--- config.mk ---
export PLATFORM = sky130hd
export DESIGN_NAME = sha2r_two_round
export DESIGN_NICKNAME = d
export VERILOG_FILES = /design/src/rtl/sha2r_pkg.sv /design/src/rtl/sha2r_round.sv /design/src/rtl/sha2r_core.sv /design/src/rtl/sha2r_two_round.sv
export SDC_FILE = /design/constraint.sdc
export NUM_CORES = 1
export LEC_CHECK = 0
export BUFFER_PORTS_ARGS = -buffer_cell sky130_fd_sc_hd__buf_2
export CAP_MARGIN = 5
export CORE_UTILIZATION = 55
export DETAILED_ROUTE_END_ITERATION = 10
export GPL_TIMING_DRIVEN = 0
export PLACE_DENSITY = 0.82
export SLEW_MARGIN = 20
export SYNTH_ARGS = -nofsm -noshare
export SYNTH_HDL_FRONTEND = slang
export SYNTH_SLANG_ARGS = --single-unit
export TNS_END_PERCENT = 5
--- constraint.sdc ---
create_clock -name clk -period 17.7 [get_ports clk]
set_clock_uncertainty 0.2 [all_clocks]
set_input_delay 2.655 -clock clk [delete_from_list [all_inputs] [get_ports clk]]
set_output_delay 2.655 -clock clk [all_outputs]
set_load 0.05 [all_outputs]
--- src/rtl/sha2r_pkg.sv ---
package sha2r_pkg;

  localparam int unsigned WORD_W  = 32;
  localparam int unsigned STATE_N = 4;
  localparam int unsigned PACK_W  = WORD_W * STATE_N;

  // rotation distances of the two big-sigma functions
  localparam int unsigned S0_R0 = 2;
  localparam int unsigned S0_R1 = 13;
  localparam int unsigned S0_R2 = 22;
  localparam int unsigned S1_R0 = 6;
  localparam int unsigned S1_R1 = 11;
  localparam int unsigned S1_R2 = 25;

  typedef logic [WORD_W-1:0] word_t;

  typedef struct packed {
    word_t a;
    word_t b;
    word_t c;
    word_t d;
    word_t e;
    word_t f;
    word_t g;
    word_t h;
  } wstate_t;

  function automatic word_t rotr(input word_t x, input int unsigned n);
    word_t r;
    for (int i = 0; i < int'(WORD_W); i++) begin
      r[i] = x[(i + int'(n)) % int'(WORD_W)];
    end
    return r;
  endfunction

  function automatic word_t f_ch(input word_t x, input word_t y, input word_t z);
    return (x & y) ^ (~x & z);
  endfunction

  function automatic word_t f_maj(input word_t x, input word_t y, input word_t z);
    return (x & y) ^ (x & z) ^ (y & z);
  endfunction

  function automatic word_t f_bsig0(input word_t x);
    return rotr(x, S0_R0) ^ rotr(x, S0_R1) ^ rotr(x, S0_R2);
  endfunction

  function automatic word_t f_bsig1(input word_t x);
    return rotr(x, S1_R0) ^ rotr(x, S1_R1) ^ rotr(x, S1_R2);
  endfunction

endpackage

--- src/rtl/sha2r_round.sv ---
module sha2r_round
  import sha2r_pkg::*;
(
  input  wstate_t st_i,
  input  word_t   wk_i,
  output wstate_t st_o
);

  word_t t_sum;
  word_t a_mix;

  always_comb begin
    t_sum = f_ch(st_i.e, st_i.f, st_i.g) + f_bsig1(st_i.e) + wk_i + st_i.h;
    a_mix = f_maj(st_i.a, st_i.b, st_i.c) + f_bsig0(st_i.a);
  end

  always_comb begin
    st_o.a = t_sum + a_mix;
    st_o.b = st_i.a;
    st_o.c = st_i.b;
    st_o.d = st_i.c;
    st_o.e = t_sum + st_i.d;
    st_o.f = st_i.e;
    st_o.g = st_i.f;
    st_o.h = st_i.g;
  end

endmodule

--- src/rtl/sha2r_core.sv ---
module sha2r_core
  import sha2r_pkg::*;
#(
  parameter int unsigned ROUNDS = 2,
  localparam int unsigned WK_W  = ROUNDS * WORD_W
) (
  input  logic [PACK_W-1:0] cdgh_i,
  input  logic [PACK_W-1:0] abef_i,
  input  logic [WK_W-1:0]   wk_i,
  output logic [PACK_W-1:0] abef_o
);

  wstate_t chain [ROUNDS+1];

  // unpack the split working state
  always_comb begin
    chain[0].a = abef_i[4*WORD_W-1:3*WORD_W];
    chain[0].b = abef_i[3*WORD_W-1:2*WORD_W];
    chain[0].e = abef_i[2*WORD_W-1:1*WORD_W];
    chain[0].f = abef_i[1*WORD_W-1:0];
    chain[0].c = cdgh_i[4*WORD_W-1:3*WORD_W];
    chain[0].d = cdgh_i[3*WORD_W-1:2*WORD_W];
    chain[0].g = cdgh_i[2*WORD_W-1:1*WORD_W];
    chain[0].h = cdgh_i[1*WORD_W-1:0];
  end

  for (genvar r = 0; r < ROUNDS; r++) begin : g_rnd
    sha2r_round u_rnd (
      .st_i (chain[r]),
      .wk_i (wk_i[r*WORD_W +: WORD_W]),
      .st_o (chain[r+1])
    );
  end

  assign abef_o = {chain[ROUNDS].a, chain[ROUNDS].b,
                   chain[ROUNDS].e, chain[ROUNDS].f};

endmodule

--- src/rtl/sha2r_two_round.sv ---
module sha2r_two_round
  import sha2r_pkg::*;
#(
  parameter int unsigned ROUNDS  = 2,
  parameter bit          REG_OUT = 1'b1,
  localparam int unsigned WK_W   = ROUNDS * WORD_W
) (
  input  logic              clk,
  input  logic              rst,
  input  logic              in_valid,
  output logic              in_ready,
  input  logic [PACK_W-1:0] in_cdgh,
  input  logic [PACK_W-1:0] in_abef,
  input  logic [PACK_W-1:0] in_wk,
  output logic              out_valid,
  input  logic              out_ready,
  output logic [PACK_W-1:0] out_abef
);

  logic [PACK_W-1:0] next_abef;

  sha2r_core #(.ROUNDS(ROUNDS)) u_core (
    .cdgh_i (in_cdgh),
    .abef_i (in_abef),
    .wk_i   (in_wk[WK_W-1:0]),
    .abef_o (next_abef)
  );

  if (REG_OUT) begin : g_reg
    logic              hold_vld;
    logic [PACK_W-1:0] hold_dat;
    logic              take;

    assign in_ready = !hold_vld || out_ready;
    assign take     = in_valid && in_ready;

    always_ff @(posedge clk) begin
      if (rst) begin
        hold_vld <= 1'b0;
      end else if (take) begin
        hold_vld <= 1'b1;
      end else if (out_ready) begin
        hold_vld <= 1'b0;
      end
    end

    always_ff @(posedge clk) begin
      if (take) begin
        hold_dat <= next_abef;
      end
    end

    assign out_valid = hold_vld;
    assign out_abef  = hold_dat;
  end else begin : g_comb
    assign in_ready  = out_ready;
    assign out_valid = in_valid;
    assign out_abef  = next_abef;
  end

endmodule

==> results of run 1 <==
==> worst max-delay path: cells and delay by family <==
family | cells | cell delay (ns)
AND/OR/NAND/NOR | 8 | 1.39
adder cells (fa/ha/maj) | 10 | 4.16
AO/OA/AOI/OAI | 29 | 5.93
buffers and inverters | 5 | 0.61
XOR/XNOR | 9 | 2.13
==> per-stage QoR <==
stage	utilization	hold WS (ns)	area (um^2)	setup TNS (ns)	setup WS (ns)
2_1_floorplan	-	0.914	21900	0	2.82
3_3_place_gp	0.628	0.303	24500	-0.0832	-0.0832
3_5_place_dp	0.630	0.333	24500	0	0.0582
4_1_cts	0.645	0.347	25100	0	0.447
5_1_grt	0.646	0.365	25100	0	0.138
6_report	0.646	0.341	25100	0	0.820
==> worst max path at each step <==
stage	cells past startpoint	endpoint	start
final	61	out_abef[127]	in_abef[39]
after global routing	61	out_abef[127]	in_abef[39]
after CTS	56	out_abef[127]	in_abef[58]
after detailed placement	56	out_abef[127]	in_abef[58]
after global placement	57	out_abef[127]	in_abef[58]
after floorplan	62	out_abef[127]	in_abef[39]
==> final cells by class <==
class,count,share of cell area
clock inverter,15,0.00542
timing repair buffer,392,0.0798
antenna,2,0.000199
clock buffer,17,0.0169
buffer,73,0.0111
inverter,492,0.0734
tap,518,0.0258
multi-input combinational,1727,0.634
sequential,129,0.154
==> logic make-up after synthesis <==
kind of cell	after synthesis
buf+inv	565
compound gates	509
xor+xnor	443
fa+ha+maj	403
simple gates	313
flops	129
mux	59
==> flip-flops by register name, indices dropped and copies added (netlist names) <==
| signal | flops |
|---|---|
| out_abef | 128 |
| out_valid | 1 |
==> routing by layer <==
| layer | global-route usage | share of wire | vias up | wire, um |
|---|---|---|---|---|
| met2 | 0.638 | 0.46 | 1011 | 36200 |
| li1 | - | - | 8741 | - |
| met3 | 0.0517 | 0.074 | 192 | 5860 |
| met1 | 0.493 | 0.40 | 9064 | 31700 |
| met5 | 0 | 0.00037 | - | 29 |
| met4 | 0.211 | 0.062 | 4 | 4860 |
==> cell usage in the layout (no fill, tap or decap), types with 6 or more instances in the layout <==
| cell type | n |
|---|---|
| edfxtp_1 | 128 |
| nor3b_1 | 6 |
| clkbuf_16 | 17 |
| mux2i_1 | 48 |
| nor2_1 | 90 |
| clkbuf_1 | 69 |
| inv_1 | 491 |
| mux2_2 | 10 |
| nor3_1 | 19 |
| nand3_1 | 30 |
| o21ai_0 | 105 |
| o21bai_1 | 38 |
| fa_1 | 190 |
| nand4_1 | 18 |
| nor2b_1 | 21 |
| a21oi_2 | 7 |
| xnor2_1 | 275 |
| o31ai_1 | 6 |
| and3_1 | 15 |
| nand2_1 | 70 |
| o211ai_1 | 6 |
| xor2_1 | 151 |
| a21oi_1 | 143 |
| a31oi_1 | 8 |
| buf_2 | 393 |
| inv_6 | 6 |
| xnor2_2 | 11 |
| ha_1 | 186 |
| a221o_1 | 7 |
| a21o_1 | 109 |
| o21a_1 | 16 |
| nand2b_1 | 19 |
| maj3_1 | 26 |
==> flow_metrics.py, run 1 <==
metrics = {
    "status": {
        "outcome": "complete, no violations",
    },
    "clock_network": {
        "cts.sinks": 129,
        "cts_hold_buf": 0,
        "post_cts_resized": 0,
        "numCtsBuffers": 17,
        "cts_buffer_depth": 2,
        "clock_latency_ns": 0.46,
        "cts_tree": "yes",
        "htree_levels": 4,
        "clockRootBuffer": "clkbuf_16",
        "post-cts-setup-buffers": 0,
        "path_clk_slew_ns": 0.07,
    },
    "synthesis": {
        "synth_compound_area_frac": 0.153,
        "synth-async-reset-ratio": 0,
        "synth_most_common_cell": "inv_1",
        "synth_area_leader_cell": "edfxtp_1",
        "syn_area_um2": 21900,
        "synthAdderAreaFrac": 0.293,
        "synth_warnings": 0,
        "synthTopCellsByArea": "edfxtp_1, fa_1, xnor2_1",
        "synth_xor_area_frac": 0.182,
        "ys_seq_area_frac": 0.177,
        "ys_seq_elements": 129,
        "synthMuxAreaShare": 0.0276,
        "synth_fp_nets": 3185,
        "syn_inst": 2421,
        "synthSimpleGateAreaFrac": 0.0702,
        "synth_top_family_by_area": "adder cells",
        "synth.distinct_cells": 78,
        "synth-edff-count": 128,
        "syn_avg_cell_area_um2": 9.03,
        "yosys_most_used_dff": "edfxtp_1",
        "synth_top_cell_area_share": 0.176,
        "netlist_top_cells_count": "inv_1, xnor2_1, fa_1, ha_1, xor2_1",
    },
    "critical_path": {
        "critPathMostFrequentCell": "a21o_1",
        "worst_setup_path_end_kind": "flip-flop",
        "required_ns": 17.70,
        "rr_endpoint": "out_abef[24]",
        "reg2reg_depth": 3,
        "rrSetupSlack_ns": 15.97,
        "slowest_stage": "fa_1",
        "crit_fanout": 7,
        "critPathKind": "primary input to flip-flop",
        "cp-start-kind": "primary input",
        "r2r_start": "out_valid",
        "crit_path_max_incr_delay_ns": 0.50,
        "crit_arrival_ns": 16.88,
    },
    "drt": {
        "drt_iter0_drc": 1549,
        "vias_per_cell": 5.65,
        "antenna_left": 0,
        "wl_um": 78700,
        "detail_route.wl_per_cell_um": 23.4,
        "drc_errors": 0,
        "drtPass1Iterations": 5,
        "via_count": 19000,
    },
    "global_routing": {
        "grt_pass1_vias": 19400,
        "grt_pass1_wl_um": 115000,
        "track_usage": 0.387,
        "gr-total-overflow": 0,
        "antenna_found_initial": 4,
        "grt_max_degree": 63,
    },
    "floorplan": {
        "rows": 72,
        "die_area_um2": 40500,
        "fp.dieW_um": 201,
        "io_pins": 518,
        "initial_core_util": 0.562,
        "core_area_um2": 38900,
        "die_height_um": 201,
    },
    "timing": {
        "fin_crit_ns": 16.88,
        "fmax_mhz": 59.2,
        "setup_viol": 0,
        "finalHoldViolations": 0,
        "rsz0062_at_grt": "no",
        "slew-limit-headroom": 0.157,
        "slew_viol_final": 0,
        "post-route-period-util": 0.954,
        "tightest_slew_ns": 1.26,
    },
    "hold_path": {
        "holdCritPathClass": "flip-flop to flip-flop",
        "holdPathStages": 2,
        "min_to": "out_valid",
        "timing.hold.worst.start": "out_valid",
    },
    "layout": {
        "regArea_um2": 3860,
        "fillers": 3362,
        "fin_nets": 3596,
        "multiInputGateArea_um2": 15900,
        "finalNonFillerCells": 3365,
        "drive_gt1_frac": 0.175,
        "area_growth_pct": 15.0,
    },
    "place": {
        "port_buffers": 390,
        "dp_cells": 3331,
        "place_hpwl_um": 68000,
        "gp_congestion": 0.991,
    },
    "flow_run": {
        "drv_cap": 0,
    },
}
Power of run 1 is left out: the tool's default activity adds up to more than one toggle a clock period on the data nets, which glitch-free logic cannot reach.
==> inputs of run 2 (changes only) <==
Clock period 17.7 ns to 16.2 ns, I/O delays scaled along.
==> flow_metrics.py, run 2 (synthesized netlist as in run 1, its figures left out) <==
metrics = {
    "status": {
        "outcome": "complete, no violations",
    },
    "floorplan": {
        "fp.dieW_um": 201,
        "io_pins": 518,
        "core_area_um2": 38900,
        "die_height_um": 201,
        "rows": 72,
        "initial_core_util": 0.562,
        "die_area_um2": 40500,
    },
    "timing": {
        "setup_viol": 0,
        "tightest_slew_ns": 1.28,
        "slew_viol_final": 0,
        "post-route-period-util": 0.980,
        "whs_ns": 0.341,
        "fmax_mhz": 63.0,
        "slew-limit-headroom": 0.146,
        "finalHoldViolations": 0,
        "fin_crit_ns": 15.87,
        "tns_ns": 0,
    },
    "layout": {
        "drive_gt1_frac": 0.190,
        "fillers": 3321,
        "area_growth_pct": 16.6,
        "regArea_um2": 3860,
        "fin_util": 0.655,
        "final_common_cell": "inv_1",
        "multiInputGateArea_um2": 16200,
        "layout_common_cells": "inv_1, buf_2, xnor2_1",
        "fin_nets": 3611,
        "largest_reg_flops": 128,
    },
    "drt": {
        "drtPass1Iterations": 5,
        "drt_iter0_drc": 1530,
        "wl_um": 79300,
        "detail_route.wl_per_cell_um": 23.5,
        "drc_errors": 0,
        "top_layer": "met5",
        "wl_met2_um": 36700,
        "route.met3.wl_um": 5930,
        "vias_per_cell": 5.66,
        "via_count": 19100,
        "antenna_left": 0,
        "drt-met1-wl_um": 31700,
    },
    "critical_path": {
        "r2r_start": "out_valid",
        "slowest_stage": "xor2_1",
        "reg2reg_depth": 3,
        "crit_path_max_incr_delay_ns": 0.79,
        "rr_endpoint": "out_abef[24]",
        "critPathLaunch": "in_abef[45]",
        "cp-start-kind": "primary input",
        "required_ns": 16.20,
        "crit_fanout": 7,
        "rrSetupSlack_ns": 14.47,
        "crit_arrival_ns": 15.87,
        "critPathKind": "primary input to flip-flop",
        "worst_setup_path_end_kind": "flip-flop",
    },
    "global_routing": {
        "antenna_found_initial": 4,
        "gr-total-overflow": 0,
        "track_usage": 0.389,
        "grt_max_degree": 63,
        "grt_pass1_wl_um": 116000,
        "grt_pass1_vias": 19400,
    },
    "place": {
        "port_buffers": 390,
        "place_hpwl_um": 68000,
        "gp_congestion": 0.991,
    },
    "clock_network": {
        "path_clk_slew_ns": 0.07,
        "clockRootBuffer": "clkbuf_16",
        "htree_levels": 4,
        "cts_tree": "yes",
        "numCtsBuffers": 17,
        "cts.sinks": 129,
        "cts_buffer_depth": 2,
        "clock_latency_ns": 0.46,
    },
    "hold_path": {
        "holdPathStages": 2,
        "timing.hold.worst.start": "out_valid",
        "holdCritPathClass": "flip-flop to flip-flop",
        "min_to": "out_valid",
    },
    "flow_run": {
        "drv_cap": 0,
    },
}
==> run 2: worst max-delay path by stage <==
stage / end / slack, ns
floorplan: out_abef[127] / 1.54
global placement: out_abef[127] / -1.36
detailed placement: out_abef[127] / -1.22
CTS: out_abef[127] / 0.03
global route: out_abef[127] / -0.08
finish: out_abef[127] / 0.33
==> run 2: metrics by stage <==
stage / std cells / area, um^2 / setup WS [ns]
detailed placement: 3331 / 24500 / -1.22
finish: 3379 / 25500 / 0.331
global route: 3378 / 25500 / -0.0772
global placement: 3329 / 24500 / -1.36
floorplan: 2421 / 21900 / 1.54
CTS: 3366 / 25200 / 0.0271
==> run 2: cell type report <==
type | instances | area share
multi-input combinational | 1727 | 0.634
sequential | 129 | 0.152
tap | 518 | 0.0254
clock buffer | 17 | 0.0167
antenna | 1 | 0.0000982
clock inverter | 15 | 0.00535
inverter | 492 | 0.0724
buffer | 73 | 0.0112
timing repair buffer | 407 | 0.0831
==> run 2: worst max-delay path, delay by kind of cell <==
| family | cells | cell delay [ns] |
|---|---|---|
| AO/OA/AOI/OAI | 21 | 4.61 |
| XOR/XNOR | 10 | 2.67 |
| adder cells (fa/ha/maj) | 9 | 3.73 |
| buffers and inverters | 6 | 0.93 |
| AND/OR/NAND/NOR | 9 | 1.51 |
==> run 2: layer usage <==
metal,vias up,GRT usage
li1,8774,-
met1,9082,0.494
met2,1051,0.644
met3,214,0.0494
met4,4,0.213
met5,-,0
==> run 2: what timing repair did <==
action | 4_1_cts | 5_1_grt
pin swaps | 2 | 9
endpoints found under the setup margin | 14 | 14
hold buffers | 0 | 0
gates resized for setup | 16 | 31
buffers inserted | 3 | 12
Power of run 2 is left out for the same reason.
